`src/rtl/rtc_pkg.sv`:
```
package rtc_pkg;
    // register byte offsets (decoded by software; order fixed)
    localparam logic [7:0] OFS_COUNT   = 8'h00;
    localparam logic [7:0] OFS_ALARM0  = 8'h04;
    localparam logic [7:0] OFS_STATUS  = 8'h08;
    localparam logic [7:0] OFS_DIV     = 8'h0C;
    localparam logic [7:0] OFS_ALARM1  = 8'h18;
    localparam logic [7:0] OFS_SEL     = 8'h1C;
    localparam logic [7:0] OFS_SCRATCH = 8'h40;

    localparam int NUM_ALARMS = 2;
    localparam int FRAC_BITS  = 4;
    localparam int STAT_W     = 8;

    // status word bit positions
    localparam int B_AL0     = 0;
    localparam int B_TICK    = 1;
    localparam int B_AL0_EN  = 2;
    localparam int B_TICK_EN = 3;
    localparam int B_AL1     = 4;
    localparam int B_AL1_EN  = 6;

    localparam logic [1:0] SEL_RUN = 2'b11;

    typedef enum logic {PS_HALTED, PS_RUNNING} ps_state_e;
endpackage

```
`src/rtl/rtc_prescaler.sv`:
```
module rtc_prescaler #(
    parameter int DIV_W = 16
) (
    input  logic             clk,
    input  logic             rst_n,
    input  logic             osc_en,
    input  logic             run,
    input  logic [DIV_W-1:0] div,
    output logic             step
);
    import rtc_pkg::*;

    ps_state_e        state_q, state_d;
    logic [DIV_W-1:0] half_q;
    logic             phase_q;
    logic             half_end;

    assign half_end = (half_q >= div);

    always_comb begin
        state_d = state_q;
        unique case (state_q)
            PS_HALTED:  if (run)  state_d = PS_RUNNING;
            PS_RUNNING: if (!run) state_d = PS_HALTED;
        endcase
    end

    always_ff @(posedge clk) begin
        if (!rst_n) state_q <= PS_HALTED;
        else        state_q <= state_d;
    end

    // two half-periods of (div+1) pulses each make one step
    always_ff @(posedge clk) begin
        if (!rst_n || state_q == PS_HALTED) begin
            half_q  <= '0;
            phase_q <= 1'b0;
        end else if (osc_en) begin
            if (half_end) begin
                half_q  <= '0;
                phase_q <= ~phase_q;
            end else begin
                half_q <= half_q + 1'b1;
            end
        end
    end

    always_comb begin
        step = (state_q == PS_RUNNING) && osc_en && half_end && phase_q;
    end


    halted_no_step_chk: assert property (@(posedge clk) disable iff (!rst_n)
        !run |=> !step);
endmodule

```
`src/rtl/rtc_counter.sv`:
```
module rtc_counter #(
    parameter int W = 32
) (
    input  logic         clk,
    input  logic         rst_n,
    input  logic         step,
    input  logic         load,
    input  logic [W-1:0] load_val,
    output logic [W-1:0] cnt
);
    always_ff @(posedge clk) begin
        if (!rst_n)    cnt <= '0;
        else if (load) cnt <= load_val;
        else if (step) cnt <= cnt + 1'b1;
    end


    cnt_load_chk: assert property (@(posedge clk) disable iff (!rst_n)
        load |=> cnt == $past(load_val));

    cnt_step_chk: assert property (@(posedge clk) disable iff (!rst_n)
        (step && !load) |=> cnt == $past(cnt) + W'(1));

    cnt_hold_chk: assert property (@(posedge clk) disable iff (!rst_n)
        (!step && !load) |=> $stable(cnt));
endmodule

```
`src/rtl/rtc_events.sv`:
```
module rtc_events #(
    parameter int W = 32
) (
    input  logic                                     clk,
    input  logic                                     rst_n,
    input  logic [W-1:0]                             cnt,
    input  logic [rtc_pkg::NUM_ALARMS-1:0][W-1:0]    alarm,
    input  logic                                     step,
    input  logic                                     load,
    input  logic                                     status_we,
    input  logic [rtc_pkg::STAT_W-1:0]               status_wd,
    output logic [rtc_pkg::STAT_W-1:0]               status,
    output logic                                     irq
);
    import rtc_pkg::*;

    logic [NUM_ALARMS-1:0] al_flag_q, al_en_q;
    logic                  tick_flag_q, tick_en_q;
    logic                  tick_hit;
    logic                  unused_wd;

    assign unused_wd = ^{status_wd[7], status_wd[5]};

    assign tick_hit = step && !load && (cnt[FRAC_BITS-1:0] == '1);

    always_ff @(posedge clk) begin
        if (!rst_n) begin
            tick_flag_q <= 1'b0;
            tick_en_q   <= 1'b0;
        end else begin
            if (tick_hit)
                tick_flag_q <= 1'b1;
            else if (status_we && status_wd[B_TICK])
                tick_flag_q <= 1'b0;
            if (status_we)
                tick_en_q <= status_wd[B_TICK_EN];
        end
    end

    for (genvar i = 0; i < NUM_ALARMS; i++) begin : g_alarm
        localparam int FB = (i == 0) ? B_AL0 : B_AL1;
        localparam int EB = (i == 0) ? B_AL0_EN : B_AL1_EN;
        logic hit;
        assign hit = (cnt == alarm[i]) && al_en_q[i];

        always_ff @(posedge clk) begin
            if (!rst_n) begin
                al_flag_q[i] <= 1'b0;
                al_en_q[i]   <= 1'b0;
            end else begin
                if (hit)
                    al_flag_q[i] <= 1'b1;
                else if (status_we && status_wd[FB])
                    al_flag_q[i] <= 1'b0;
                if (status_we)
                    al_en_q[i] <= status_wd[EB];
            end
        end


        alarm_set_chk: assert property (@(posedge clk) disable iff (!rst_n)
            ((cnt == alarm[i]) && al_en_q[i]) |=> status[FB]);

        alarm_w1c_chk: assert property (@(posedge clk) disable iff (!rst_n)
            (status_we && status_wd[FB] && !((cnt == alarm[i]) && al_en_q[i]))
            |=> !status[FB]);
    end

    always_comb begin
        status            = '0;
        status[B_TICK]    = tick_flag_q;
        status[B_TICK_EN] = tick_en_q;
        status[B_AL0]     = al_flag_q[0];
        status[B_AL0_EN]  = al_en_q[0];
        status[B_AL1]     = al_flag_q[1];
        status[B_AL1_EN]  = al_en_q[1];
    end

    always_comb begin
        irq = (tick_flag_q && tick_en_q) || (|(al_flag_q & al_en_q));
    end


    tick_set_wins_chk: assert property (@(posedge clk) disable iff (!rst_n)
        (status_we && status_wd[B_TICK] && step && !load &&
         cnt[FRAC_BITS-1:0] == '1) |=> status[B_TICK]);

    tick_w1c_chk: assert property (@(posedge clk) disable iff (!rst_n)
        (status_we && status_wd[B_TICK] && !step) |=> !status[B_TICK]);
endmodule

```
`src/rtl/rtc_tick_alarm.sv`:
```
module rtc_tick_alarm #(
    parameter int ADDR_W    = 8,
    parameter int DATA_W    = 32,
    parameter int DIV_W     = 16,
    parameter int DIV_RESET = 1023,
    parameter int SEL_W     = 2
) (
    input  logic              clk,
    input  logic              rst_n,
    input  logic              osc_en,
    input  logic [ADDR_W-1:0] bus_addr,
    input  logic              bus_we,
    input  logic [DATA_W-1:0] bus_wdata,
    output logic [DATA_W-1:0] bus_rdata,
    output logic              irq
);
    import rtc_pkg::*;

    logic [DIV_W-1:0]                   div_q;
    logic [SEL_W-1:0]                   sel_q;
    logic [DATA_W-1:0]                  scratch_q;
    logic [NUM_ALARMS-1:0][DATA_W-1:0]  alarm_vec;
    logic [DATA_W-1:0]                  cnt;
    logic [STAT_W-1:0]                  status;
    logic                               step, run;
    logic                               wr_cnt, wr_status;
    logic                               unused_wdata;

    assign unused_wdata = ^bus_wdata[DATA_W-1:DIV_W];

    assign wr_cnt    = bus_we && (bus_addr == ADDR_W'(OFS_COUNT));
    assign wr_status = bus_we && (bus_addr == ADDR_W'(OFS_STATUS));
    assign run       = (sel_q == SEL_W'(SEL_RUN));

    always_ff @(posedge clk) begin
        if (!rst_n) begin
            div_q     <= DIV_W'(DIV_RESET);
            sel_q     <= '0;
            scratch_q <= '0;
        end else if (bus_we) begin
            if (bus_addr == ADDR_W'(OFS_DIV))     div_q     <= bus_wdata[DIV_W-1:0];
            if (bus_addr == ADDR_W'(OFS_SEL))     sel_q     <= bus_wdata[SEL_W-1:0];
            if (bus_addr == ADDR_W'(OFS_SCRATCH)) scratch_q <= bus_wdata;
        end
    end

    for (genvar i = 0; i < NUM_ALARMS; i++) begin : g_match
        localparam logic [7:0] OFS = (i == 0) ? OFS_ALARM0 : OFS_ALARM1;
        logic [DATA_W-1:0] match_q;
        always_ff @(posedge clk) begin
            if (!rst_n)
                match_q <= '0;
            else if (bus_we && bus_addr == ADDR_W'(OFS))
                match_q <= bus_wdata;
        end
        assign alarm_vec[i] = match_q;
    end

    rtc_prescaler #(.DIV_W(DIV_W)) u_presc (
        .clk    (clk),
        .rst_n  (rst_n),
        .osc_en (osc_en),
        .run    (run),
        .div    (div_q),
        .step   (step)
    );

    rtc_counter #(.W(DATA_W)) u_count (
        .clk      (clk),
        .rst_n    (rst_n),
        .step     (step),
        .load     (wr_cnt),
        .load_val (bus_wdata),
        .cnt      (cnt)
    );

    rtc_events #(.W(DATA_W)) u_events (
        .clk       (clk),
        .rst_n     (rst_n),
        .cnt       (cnt),
        .alarm     (alarm_vec),
        .step      (step),
        .load      (wr_cnt),
        .status_we (wr_status),
        .status_wd (bus_wdata[STAT_W-1:0]),
        .status    (status),
        .irq       (irq)
    );

    always_comb begin
        case (bus_addr)
            ADDR_W'(OFS_COUNT):   bus_rdata = cnt;
            ADDR_W'(OFS_ALARM0):  bus_rdata = alarm_vec[0];
            ADDR_W'(OFS_STATUS):  bus_rdata = DATA_W'(status);
            ADDR_W'(OFS_DIV):     bus_rdata = DATA_W'(div_q);
            ADDR_W'(OFS_ALARM1):  bus_rdata = alarm_vec[1];
            ADDR_W'(OFS_SEL):     bus_rdata = DATA_W'(sel_q);
            ADDR_W'(OFS_SCRATCH): bus_rdata = scratch_q;
            default:              bus_rdata = '0;
        endcase
    end


    irq_source_chk: assert property (@(posedge clk) disable iff (!rst_n)
        irq |-> ((status[B_AL0] && status[B_AL0_EN]) ||
                 (status[B_TICK] && status[B_TICK_EN]) ||
                 (status[B_AL1] && status[B_AL1_EN])));
endmodule

```
`config.mk`:
```
export PLATFORM = sky130hd
export DESIGN_NAME = rtc_tick_alarm
export DESIGN_NICKNAME = d
export VERILOG_FILES = /design/src/rtl/rtc_pkg.sv /design/src/rtl/rtc_prescaler.sv /design/src/rtl/rtc_counter.sv /design/src/rtl/rtc_events.sv /design/src/rtl/rtc_tick_alarm.sv
export SDC_FILE = /design/constraint.sdc
export NUM_CORES = 1
export LEC_CHECK = 0
export BUFFER_PORTS_ARGS = -buffer_cell sky130_fd_sc_hd__buf_2
export CORE_MARGIN = 10
export CORE_UTILIZATION = 64
export DETAILED_ROUTE_END_ITERATION = 8
export PLACE_DENSITY = 0.84
export SLEW_MARGIN = 20
export SYNTH_ARGS = -nofsm -noshare
export SYNTH_HDL_FRONTEND = slang
export SYNTH_HIERARCHICAL = 1
export SYNTH_SLANG_ARGS = --single-unit
```
`constraint.sdc`:
```
create_clock -name clk -period 5.95 [get_ports clk]
set_input_delay 0.2975 -clock clk [delete_from_list [all_inputs] [get_ports clk]]
set_output_delay 0.2975 -clock clk [all_outputs]
set_load 0.01 [all_outputs]
```
### Word level (Yosys, flattened, before mapping)

Index checks and enable logic that the tools add are counted.

* add/subtract/negate cells: 2
* reductions and logical operators: 29
* mux-type cells: 11
* equality and inequality tests: 10
* bitwise logic cells: 3
* order comparisons: 1

Operators with widths (count)
* 32-bit one-hot mux with 7 select lines: 1
* 32-bit == test: 2
* 32-bit 2-to-1 mux: 2
* 32-bit by 1-bit adder with 32-bit output, second input constant: 1
* 16-bit by 1-bit adder with 16-bit output, second input constant: 1
* 8-bit by 4-bit == test with 1-bit output, second input constant: 2
* 8-bit by 5-bit == test with 1-bit output, second input constant: 2
* 16-bit greater-or-equal comparator: 1
* 16-bit 2-to-1 mux: 1
* 1-bit logical AND: 15
* 8-bit by 3-bit == test with 1-bit output, second input constant: 1
* 8-bit by 7-bit == test with 1-bit output, second input constant: 1
* 8-bit zero test: 1
* 2-bit AND reduction: 4
* 2-bit nonzero test: 4
* 1-bit 2-to-1 mux: 7
* 4-bit == test, second input constant: 1
* 2-bit AND: 1
* 2-bit == test, second input constant: 1
* 1-bit zero test: 2
* 1-bit logical OR: 2
* 1-bit inverter: 2
* 2-bit OR reduction: 1

* logic and storage cells: 71
* flip-flop bits (word level): 170
* bits of input ports: 44
* output and inout bits: 33

### Logic depth before layout (Yosys ltp)

Gate-level depths: netlist of the first run.

* depth after elaboration: 6
* mapped depth: 12
* mapped depth without buffers: 11

### Hierarchy

Netlist of the first run, hierarchy kept.

Modules (own cells, without submodules)
* rtc_tick_alarm: cells each 660, instances 1, area each 5343.9 µm², seq. area each 2282.2 µm²
* rtc_counter: cells each 240, instances 1, area each 1955.6 µm², seq. area each 640.6 µm²
* rtc_prescaler: cells each 148, instances 1, area each 1217.4 µm², seq. area each 360.3 µm²
* rtc_events: cells each 114, instances 1, area each 992.2 µm², seq. area each 120.1 µm²

### Worst setup path after synthesis of the first run

OpenSTA, ideal clock, no wires.

* path kind: register -> register
* from: register div_q[15]
* to: register u_count.cnt[31]
* path buffers: 0
* arrival: 3373 ps
* data required time: 5887 ps
* clock period less this slack: 3436 ps
* path slack: 2514 ps
* setup time: 63 ps
* cell stages (with the launch flop): 12
* cell sequence: dfxtp_1 inv_1 ha_1 nand4_1 or3_1 or4_4 nand4b_1 and4_1 and3b_1 or4b_2 or4_1 nand3_1

* longest elaborated chain between the ends: 4

Ends and longest elaborated chain
* start: declaration: RTL line rtc_tick_alarm.sv:19 `logic [DIV_W-1:0] div_q;`
* start signal: assignment: RTL line rtc_tick_alarm.sv:37 `div_q <= DIV_W'(DIV_RESET);`
* start signal: assignment: RTL line rtc_tick_alarm.sv:41 `if (bus_addr == ADDR_W'(OFS_DIV)) div_q <= bus_wdata[DIV_W-1:0];`
* 16-bit greater-or-equal comparator: RTL line rtc_prescaler.sv:18 `assign half_end = (half_q >= div);`
* 1-bit logical AND (2 in a row): RTL line rtc_prescaler.sv:49 `step = (state_q == PS_RUNNING) && osc_en && half_end && phase_q;`
* net step: RTL line rtc_tick_alarm.sv:25 `logic step, run;`
* 2-bit nonzero test (no line)
* end signal: assignment: RTL line rtc_counter.sv:13 `else if (load) cnt <= load_val;`
* end signal: assignment: RTL line rtc_counter.sv:14 `else if (step) cnt <= cnt + 1'b1;`
* end: declaration: RTL line rtc_counter.sv:9 `output logic [W-1:0] cnt`

The timed path passes the listed nets, and every way through them passes these cells.
A chain may end at the register's enable or synchronous reset.

### Worst setup path in the final report of the first run

* from: register div_q[13]
* to: register u_count.cnt[25]

Same word-level chain as after synthesis.

==> results.tsv, run 1 <==
stage	metric	value	unit
outcome	outcome	finished, final reports clean	
finish	fin_nets	1244	
critical_path	rr_worst_depth	11	
critical_path	reg2reg_slack	1640	ps
synth	synth_top_cell_area_share	0.358	
power	p_clk_frac	0.471	
global_routing	grtUsageTotal	0.263	
hold_path	hold_path.class	primary input to flip-flop	
drt	drc	0	
placement	gp_routability_congestion	0.927	
timing	setup_tns	0	ps
critical_path	max_stage_delay	620	ps
global_routing	grt_pass1_vias	8169	
synth	ys_types	76	
synth	synth_edf_count	0	
critical_path	timing.rr.end	u_count/cnt[25]$_SDFFE_PN0P_	
timing	fmax	0.232	GHz
critical_path	path_cells	inv_1, ha_1, nand4_1, or3_1, or4_4, nand4b_1, and4_1, and3_1, nand3_1, or4_1, a31oi_1	
power	power_density	229	mW/mm²
floorplanning	die_area	0.0201	mm²
drt	avgViaCountPerCell	6.48	
drt	vias	8927	
synth	synth-async-reset-ratio	0	
clock_network	clkLatencyLatePin	440	ps
timing	min_period	4310	ps
timing	max_slew_margin	0.300	
synth	synth.top_cells.by_count	nand2_1, dfxtp_1, nand3_1	
clock_network	postCtsHoldBufs	0	
synth	ys_seq_elements	170	
hold_path	hold_depth	3	
power	combPwrFrac	0.046	
power	p_seq_frac	0.482	
timing	period_share	0.725	
floorplanning	fp.dieW	142	µm
finish	area_growth	8.75	%
placement	port_buffers	76	
drt	wl_per_cell	19.5	µm
finish	fill_cells	1128	
timing	rsz0062_at_grt	no	
critical_path	r2r-start	div_q[13]$_SDFFE_PN0P_	
global_routing	grt_pass1_wl	43000	µm
synth	synth_area_leaders	dfxtp_1, nand2_1, xor2_1	
timing	worst_slack	1640	ps
placement	hpwlAfterDp	18600	µm
timing	worst_slew_pin_slew	1050	ps
clock_network	postCtsSetupRepairBufs	0	
synth	synth_area	0.00951	mm²
critical_path	cp_slowest_cell	or4_1	
critical_path	cp_top_family	simple AND/OR/NAND/NOR gates	
power	internal_power	1.83	mW
drt	drt-total-wl	26900	µm
critical_path	start_kind	flip-flop	
placement	dp.cells	1347	
power	switching_power	0.542	mW
critical_path	arrival	4670	ps
floorplanning	coreArea	0.0145	mm²
timing	slew_violations	0	
synth	synth_warnings	6	
clock_network	clock-root-buffer	clkbuf_16	
floorplanning	die_h	142	µm
global_routing	antenna_found_initial	0	
synth	avgSynthCellArea	8.18	µm²
global_routing	grt_remaining_overflow	0	
timing	skew	9.14	ps
synth	synthCells	1162	
hold_path	hold_path_end	scratch_q[30]$_SDFFE_PN0P_	
hold_path	min_from	bus_wdata[30]	
clock_network	cts_tree	yes	
power	ir_drop	0.252	mV
floorplanning	top_level_ports	77	
critical_path	crit_type	flip-flop to flip-flop	
critical_path	cp-startpoint	div_q[13]$_SDFFE_PN0P_	
synth	synth_ff_type	dfxtp_1	
clock_network	numClockSinks	170	
critical_path	cp_max_fo	14	
clock_network	cts_resized	0	
timing	hold_viol	0	
clock_network	cts_max_path_buffers	2	
clock_network	htreeDepth	4	
critical_path	critPathRequiredTime	6310	ps
global_routing	grt_max_degree	118	
power	p_leak	4.14	nW
finish	num_antenna_cells	0	
synth	ys_seq_area_frac	0.358	
clock_network	path_clk_slew	70	ps
timing	setup_viol	0	
critical_path	critPathBufInv	1	
power	netSwitchingFraction	0.229	
job	drv_cap	0	
critical_path	end_kind	flip-flop	
finish	drive_above_1_share	0.117	
floorplanning	num_rows	44	
drt	drt_iter0_markers	1042	
drt	ant_nets	0	
synth	synth_most_common_cell	nand2_1	
drt	firstDrtPassIters	6	
placement	dp_slack	1800	ps
finish	fin_cells	1378	
clock_network	numCtsBuffers	17	
synth	yosysTopAreaCell	dfxtp_1	
floorplanning	start_util	0.654	
-- power groups by stage --
| stage | sequential (mW) | clock [mW] | combinational (mW) |
|---|---|---|---|
| 2_1_floorplan | 1.17 | 0 | 0.0625 |
| 3_3_place_gp | 1.17 | 0 | 0.105 |
| 3_5_place_dp | 1.17 | 0 | 0.106 |
| 4_1_cts | 1.14 | 1.12 | 0.106 |
| 5_1_grt | 1.14 | 1.17 | 0.117 |
| 6_report | 1.14 | 1.12 | 0.109 |
-- worst register-to-register path, delay by kind of cell, from the launching register on --
family | cells | cell delay [ps]
adder cells (fa/ha/maj) | 1 | 310
flip-flops | 1 | 380
AND/OR/NAND/NOR | 8 | 3320
buffers and inverters | 1 | 60
AO/OA/AOI/OAI | 1 | 180
-- per-layer routing --
layer	track usage	vias to the layer above	wire, µm
li1	-	4227	-
met1	0.345	4194	11300
met2	0.410	452	12300
met3	0.0654	54	2510
met4	0.0931	0	736
met5	0	-	0
-- through the flow --
stage	instance area, µm²	total power, mW	util	hold WS (ps)
finish	10300	2.37	0.712	127
global route	10300	2.43	0.712	125
CTS	10300	2.37	0.711	120
detailed placement	9750	1.27	0.671	450
global placement	9750	1.27	0.671	446
floorplan	9510	1.23	-	419
-- worst max path at each step --
stage,end,cells after the start
floorplan,u_count/cnt[31]$_SDFFE_PN0P_,11
global placement,u_count/cnt[15]$_SDFFE_PN0P_,11
detailed placement,u_count/cnt[25]$_SDFFE_PN0P_,11
CTS,u_count/cnt[25]$_SDFFE_PN0P_,11
global route,u_count/cnt[25]$_SDFFE_PN0P_,11
finish,u_count/cnt[25]$_SDFFE_PN0P_,11
-- kinds of logic after synthesis --
group                      Yosys count  share of synthesized area
and+or+nand+nor                    470                      0.253
AOI/OAI and AO/OA                  272                      0.187
DFF                                170                      0.358
buffers and inverters              109                     0.0558
xor gates and xnor gates            90                     0.0829
muxes                               32                     0.0392
adders and majority gates           18                     0.0237
other                                1                   0.000394
-- placed cells by master (no fill, tap or decap), drive strengths merged, types with 11 or more instances in the layout --
master / count
nor2: 27
a21boi: 39
mux2i: 26
nor3: 16
ha: 18
a22oi: 38
nand4: 37
o21ai: 118
xnor2: 28
nor2b: 11
nor4: 21
nand2: 203
a21oi: 15
and3: 12
or4: 11
xor2: 62
dfxtp: 170
buf: 83
nand3: 97
inv: 28
clkbuf: 22
-- sequential cells by signal, indices dropped and copies added, names as in the netlist --
register              count
u_events/tick_en_q        1
g_match.match_q          64
scratch_q                32
u_count/cnt              32
u_presc/half_q           16
u_presc/phase_q           1
u_events/status           4
div_q                    16
u_presc/state_q           1
sel_q                     2
u_events/tick_flag_q      1
-- area by class of cell --
| cell class | instances | area [µm²] | area share |
|---|---|---|---|
| repair buffers | 83 | 439 | 0.0425 |
| clock buffers | 22 | 474 | 0.0459 |
| well taps | 184 | 230 | 0.0223 |
| inverters | 26 | 97.6 | 0.00944 |
| multi-input cells | 884 | 5580 | 0.540 |
| flip-flops and latches | 170 | 3400 | 0.329 |
| clock inverters | 9 | 113 | 0.0109 |
Power figures use the tool's default switching activity.
==> run 2: changes to the inputs <==
--- a/config.mk
+++ b/config.mk
@@ -7,9 +7,9 @@
 export LEC_CHECK = 0
 export BUFFER_PORTS_ARGS = -buffer_cell sky130_fd_sc_hd__buf_2
 export CORE_MARGIN = 10
-export CORE_UTILIZATION = 64
+export CORE_UTILIZATION = 61
 export DETAILED_ROUTE_END_ITERATION = 8
-export PLACE_DENSITY = 0.84
+export PLACE_DENSITY = 0.81
 export SLEW_MARGIN = 20
 export SYNTH_ARGS = -nofsm -noshare
 export SYNTH_HDL_FRONTEND = slang
==> constraint.sdc (replaced) <==
create_clock -name clk -period 4.2 [get_ports clk]
set_input_delay 0.21 -clock clk [delete_from_list [all_inputs] [get_ports clk]]
set_output_delay 0.21 -clock clk [all_outputs]
set_load 0.01 [all_outputs]
==> results.tsv, run 2 (synthesized netlist as in run 1, its figures left out) <==
stage	metric	value	unit	change
critical_path	cp_max_fo	12		was 14
critical_path	cp_slowest_cell	or4_1		unchanged
drt	wl_per_cell	19.3	µm	was 19.5 µm
power	netSwitchingFraction	0.227		was 0.229
critical_path	rr_worst_depth	11		unchanged
floorplanning	top_level_ports	77		unchanged
finish	top_register	g_match.match_q		unchanged
timing	hold_slack	37.2	ps	was 127 ps
critical_path	arrival	4230	ps	was 4670 ps
finish	num_antenna_cells	0		unchanged
placement	port_buffers	76		unchanged
finish	fin_nets	1249		was 1,244
critical_path	critical_path_depth	11		unchanged
timing	fmax	0.259	GHz	was 0.232 GHz
critical_path	end_kind	flip-flop		unchanged
timing	setup_viol	0		unchanged
critical_path	critPathBufInv	1		unchanged
timing	setup_tns	0	ps	unchanged
critical_path	start_kind	flip-flop		unchanged
floorplanning	coreArea	0.0153	mm²	was 0.0145 mm²
critical_path	reg2reg_slack	330	ps	was 1640 ps
clock_network	clock-root-buffer	clkbuf_16		unchanged
clock_network	cts_tree	yes		unchanged
drt	drt_iter0_markers	1256		was 1,042
finish	reg_top3	g_match.match_q (64), scratch_q (32), u_count/cnt (32)		unchanged
clock_network	postCtsHoldBufs	0		unchanged
power	internal_power	2.62	mW	was 1.83 mW
placement	hpwlAfterDp	19500	µm	was 18,600 µm
timing	skew	11.7	ps	was 9.14 ps
finish	final_common_cell	nand2_1		unchanged
global_routing	grtUsageTotal	0.259		was 0.263
global_routing	antenna_found_initial	0		unchanged
floorplanning	start_util	0.623		was 0.654
critical_path	path_cells	inv_1, ha_1, nand4_1, or3_1, or4_4, nand4b_1, and4_1, and3_1, nand3_1, or4_1, a31oi_1		unchanged
finish	multiInputGateArea	0.00558	mm²	unchanged
drt	avgViaCountPerCell	6.38		was 6.48
critical_path	max_stage_delay	610	ps	was 620 ps
timing	hold_viol	0		unchanged
job	drv_cap	0		unchanged
finish	ff_latch_area	0.00340	mm²	unchanged
clock_network	cts_resized	0		unchanged
placement	gp_routability_congestion	0.911		was 0.927
floorplanning	fp.dieW	145	µm	was 142 µm
clock_network	clkLatencyLatePin	440	ps	about the same
outcome	outcome	finished, final reports clean		unchanged
global_routing	grt_pass1_wl	43500	µm	was 43,000 µm
power	combPwrFrac	0.046		about the same
clock_network	postCtsSetupRepairBufs	0		unchanged
finish	largest_reg_flops	64		unchanged
drt	vias	8991		was 8,927
floorplanning	die_area	0.0210	mm²	was 0.0201 mm²
timing	worst_slew_pin_slew	1090	ps	was 1050 ps
power	ir_drop	0.328	mV	was 0.252 mV
timing	min_period	3870	ps	was 4310 ps
critical_path	r2r-start	div_q[15]$_SDFFE_PN0P_		was div_q[13]$_SDFFE_PN0P_
drt	drc	0		unchanged
global_routing	grt_remaining_overflow	0		unchanged
critical_path	cp-startpoint	div_q[15]$_SDFFE_PN0P_		was div_q[13]$_SDFFE_PN0P_
power	power_density	325	mW/mm²	was 229 mW/mm²
timing	max_slew_margin	0.269		was 0.300
critical_path	critPathRequiredTime	4560	ps	was 6310 ps
power	p_seq_frac	0.479		was 0.482
finish	area_growth	9.57	%	was 8.75%
clock_network	htreeDepth	4		unchanged
power	total_power	3.38	mW	was 2.37 mW
critical_path	crit_type	flip-flop to flip-flop		unchanged
power	switching_power	0.767	mW	was 0.542 mW
floorplanning	die_h	145	µm	was 142 µm
clock_network	path_clk_slew	70	ps	about the same
critical_path	timing.rr.end	u_count/cnt[15]$_SDFFE_PN0P_		was u_count/cnt[25]$_SDFFE_PN0P_
clock_network	numCtsBuffers	17		unchanged
finish	mostFrequentLayoutCells	nand2_1, dfxtp_1, nand3_1, buf_2, o21ai_0		unchanged
finish	drive_above_1_share	0.120		was 0.117
timing	slew_violations	0		unchanged
drt	firstDrtPassIters	6		unchanged
timing	period_share	0.921		was 0.725
global_routing	grt_pass1_vias	8265		was 8,169
finish	fill_cells	1290		was 1,128
drt	drt-total-wl	27300	µm	was 26,900 µm
global_routing	grt_max_degree	105		was 118
critical_path	endpoint	u_count/cnt[15]$_SDFFE_PN0P_		was u_count/cnt[25]$_SDFFE_PN0P_
clock_network	cts_max_path_buffers	2		unchanged
clock_network	numClockSinks	170		unchanged
hold_path	hold_path.class	primary input to flip-flop		unchanged
floorplanning	num_rows	45		was 44
power	p_clk_frac	0.475		was 0.471
timing	rsz0062_at_grt	no		unchanged
critical_path	cp_top_family	simple AND/OR/NAND/NOR gates		unchanged
power	p_leak	4.17	nW	was 4.14 nW
drt	ant_nets	0		unchanged
run 2: cell count changes in the layout (fill, tap and decap cells not counted), sizes merged:
cell	before	now
bufinv	2	3
clkbuf	22	21
buf	83	88
run 2: worst min path at each step:
stage | startpoint | endpoint | slack [ps] | depth (start not counted)
5_1_grt | bus_wdata[26] | scratch_q[26]$_SDFFE_PN0P_ | 40 | 3
3_5_place_dp | scratch_q[19]$_SDFFE_PN0P_ | scratch_q[19]$_SDFFE_PN0P_ | 450 | 2
2_1_floorplan | rst_n | u_presc/state_q$_SDFF_PN0_ | 330 | 1
4_1_cts | bus_wdata[20] | scratch_q[20]$_SDFFE_PN0P_ | 30 | 3
6_report | bus_wdata[21] | scratch_q[21]$_SDFFE_PN0P_ | 40 | 3
3_3_place_gp | scratch_q[19]$_SDFFE_PN0P_ | scratch_q[19]$_SDFFE_PN0P_ | 450 | 2
run 2: worst reg2reg max path: cells and delay by family, from the launching register on:
kind	cells	cell delay (ps)
AOI/OAI and AO/OA	1	170
adders and majority gates	1	310
buffers and inverters	1	50
DFF	1	340
and+or+nand+nor	8	2930
run 2: through the flow:
| stage | utilization | cell area, µm² | setup WS [ps] | instances |
|---|---|---|---|---|
| 2_1_floorplan | - | 9510 | 764 | 1163 |
| 3_3_place_gp | 0.644 | 9820 | 465 | 1379 |
| 3_5_place_dp | 0.644 | 9820 | 379 | 1379 |
| 4_1_cts | 0.683 | 10400 | 364 | 1410 |
| 5_1_grt | 0.683 | 10400 | 120 | 1410 |
| 6_report | 0.683 | 10400 | 333 | 1410 |
run 2: layout make-up:
| class | instances | area share |
|---|---|---|
| inverters | 26 | 0.00937 |
| clock inverters | 10 | 0.0137 |
| repair buffers | 88 | 0.0458 |
| multi-input cells | 884 | 0.536 |
| flip-flops and latches | 170 | 0.327 |
| clock buffers | 21 | 0.0432 |
| well taps | 211 | 0.0253 |
run 2: layer usage:
metal  up-vias  wire, µm  track usage
li1       4244         -            -
met1      4224     11500        0.339
met2       451     12400        0.405
met4         0       790       0.0995
met5         -         0            0
met3        72      2530       0.0613
run 2: power groups by stage:
stage / logic [mW] / clock network (mW) / registers [mW]
after floorplan: 0.0886 / 0 / 1.65
after global placement: 0.150 / 0 / 1.66
after detailed placement: 0.153 / 0 / 1.66
after CTS: 0.153 / 1.62 / 1.62
after global routing: 0.170 / 1.69 / 1.62
final: 0.157 / 1.61 / 1.62
==> run 3: changes to the inputs <==
--- a/config.mk
+++ b/config.mk
@@ -6,6 +6,7 @@
 export NUM_CORES = 1
 export LEC_CHECK = 0
 export BUFFER_PORTS_ARGS = -buffer_cell sky130_fd_sc_hd__buf_2
+export CORE_ASPECT_RATIO = 0.9
 export CORE_MARGIN = 10
 export CORE_UTILIZATION = 61
 export DETAILED_ROUTE_END_ITERATION = 8
==> results.tsv, run 3 (synthesized netlist as in run 1, its figures left out) <==
stage	metric	value	unit	change
finish	mostFrequentLayoutCells	nand2_1, dfxtp_1, nand3_1, buf_2, o21ai_0		unchanged
clock_network	htreeDepth	4		unchanged
finish	fin_nets	1249		unchanged
drt	drt_iter0_markers	911		was 1,256
drt	avgViaCountPerCell	6.37		was 6.38
floorplanning	num_rows	43		was 45
critical_path	cp_max_fo	12		unchanged
power	total_power	3.44	mW	was 3.38 mW
timing	rsz0062_at_grt	no		unchanged
timing	setup_tns	0	ps	unchanged
floorplanning	fp.dieW	152	µm	was 145 µm
finish	fill_cells	1312		was 1,290
job	drv_cap	0		unchanged
global_routing	grt_pass1_vias	8331		was 8,265
clock_network	path_clk_slew	70	ps	about the same
placement	port_buffers	76		unchanged
floorplanning	die_area	0.0210	mm²	about the same
hold_path	hold_path.class	primary input to flip-flop		unchanged
drt	drt-total-wl	27200	µm	was 27,300 µm
clock_network	postCtsHoldBufs	0		unchanged
clock_network	cts_resized	0		unchanged
placement	hpwlAfterDp	19000	µm	was 19,500 µm
floorplanning	top_level_ports	77		unchanged
timing	slew_violations	0		unchanged
drt	ant_nets	0		unchanged
finish	top_register	g_match.match_q		unchanged
timing	max_slew_margin	0.292		was 0.269
power	p_leak	4.18	nW	was 4.17 nW
critical_path	crit_type	flip-flop to flip-flop		unchanged
timing	min_period	3900	ps	was 3870 ps
power	ir_drop	0.314	mV	was 0.328 mV
clock_network	numClockSinks	170		unchanged
clock_network	cts_tree	yes		unchanged
critical_path	reg2reg_slack	300	ps	was 330 ps
clock_network	clkLatencyLatePin	440	ps	about the same
drt	firstDrtPassIters	7		was 6
finish	multiInputGateArea	0.00558	mm²	unchanged
timing	skew	9.82	ps	was 11.7 ps
global_routing	antenna_found_initial	0		unchanged
finish	drive_above_1_share	0.121		was 0.120
clock_network	clock-root-buffer	clkbuf_16		unchanged
timing	setup_viol	0		unchanged
floorplanning	coreArea	0.0153	mm²	about the same
global_routing	grt_remaining_overflow	0		unchanged
hold_path	hold_depth	3		unchanged
clock_network	numCtsBuffers	17		unchanged
global_routing	grt_max_degree	119		was 105
finish	area_growth	9.79	%	was 9.57%
clock_network	cts_max_path_buffers	2		unchanged
global_routing	grtUsageTotal	0.254		was 0.259
outcome	outcome	finished, final reports clean		unchanged
drt	drc	0		unchanged
critical_path	end_kind	flip-flop		unchanged
finish	final_common_cell	nand2_1		unchanged
floorplanning	die_h	138	µm	was 145 µm
critical_path	start_kind	flip-flop		unchanged
critical_path	critPathRequiredTime	4560	ps	about the same
timing	period_share	0.930		was 0.921
timing	fmax	0.256	GHz	was 0.259 GHz
placement	gp_routability_congestion	0.909		was 0.911
timing	hold_viol	0		unchanged
finish	reg_top3	g_match.match_q (64), scratch_q (32), u_count/cnt (32)		unchanged
critical_path	rr_worst_depth	11		unchanged
power	power_density	330	mW/mm²	was 325 mW/mm²
finish	num_antenna_cells	0		unchanged
floorplanning	start_util	0.620		was 0.623
finish	largest_reg_flops	64		unchanged
drt	vias	8931		was 8,991
drt	wl_per_cell	19.4	µm	was 19.3 µm
critical_path	arrival	4260	ps	was 4230 ps
clock_network	postCtsSetupRepairBufs	0		unchanged
global_routing	grt_pass1_wl	43400	µm	was 43,500 µm
finish	ff_latch_area	0.00340	mm²	unchanged
timing	worst_slew_pin_slew	1060	ps	was 1090 ps
==> run 3: cell type report <==
cell class              instances  share of cell area
multi-input cells             884               0.535
flip-flops and latches        170               0.326
clock buffers                  24              0.0471
repair buffers                 88              0.0457
well taps                     202              0.0242
clock inverters                 8              0.0128
inverters                      26             0.00935
==> run 3: critical path: stages, from the launching register on <==
cell	delay, ps
dfxtp_1	350
inv_1	60
ha_1	300
nand4_1	160
or3_1	420
or4_4	590
nand4b_1	160
and4_1	310
and3_1	310
nand3_1	380
or4_1	620
a31oi_1	170
==> run 3: routing by layer <==
layer / track usage / vias up / share of wire / routed length [µm]
met5: 0 / - / 0 / 0
met3: 0.0626 / 35 / 0.094 / 2540
met4: 0.0762 / 0 / 0.019 / 527
li1: - / 4232 / - / -
met2: 0.383 / 397 / 0.45 / 12200
met1: 0.348 / 4267 / 0.44 / 11900
==> run 3: where the power goes <==
| part | total (mW) | internal (mW) | switching [mW] |
|---|---|---|---|
| combinational | 0.157 | 0.0502 | 0.107 |
| clock | 1.67 | 1.01 | 0.663 |
| sequential | 1.62 | 1.61 | 0.00445 |
==> run 3: metrics by stage <==
stage                     area (µm²)  worst slack [ps]  hold slack [ps]  instances  utilization
after detailed placement        9810               413              453       1370        0.640
after CTS                      10400               386             31.1       1402        0.681
after global placement          9810               504              446       1370        0.640
final                          10400               296             41.9       1402        0.681
after floorplan                 9510               764              332       1163            -
after global routing           10400               148             39.6       1402        0.681
==> run 3: final timing paths <==
check	start	endpoint
max reg2reg	div_q[13]$_SDFFE_PN0P_	u_count/cnt[15]$_SDFFE_PN0P_
min	bus_wdata[16]	scratch_q[16]$_SDFFE_PN0P_
min reg2reg	scratch_q[29]$_SDFFE_PN0P_	scratch_q[29]$_SDFFE_PN0P_
max	div_q[13]$_SDFFE_PN0P_	u_count/cnt[15]$_SDFFE_PN0P_
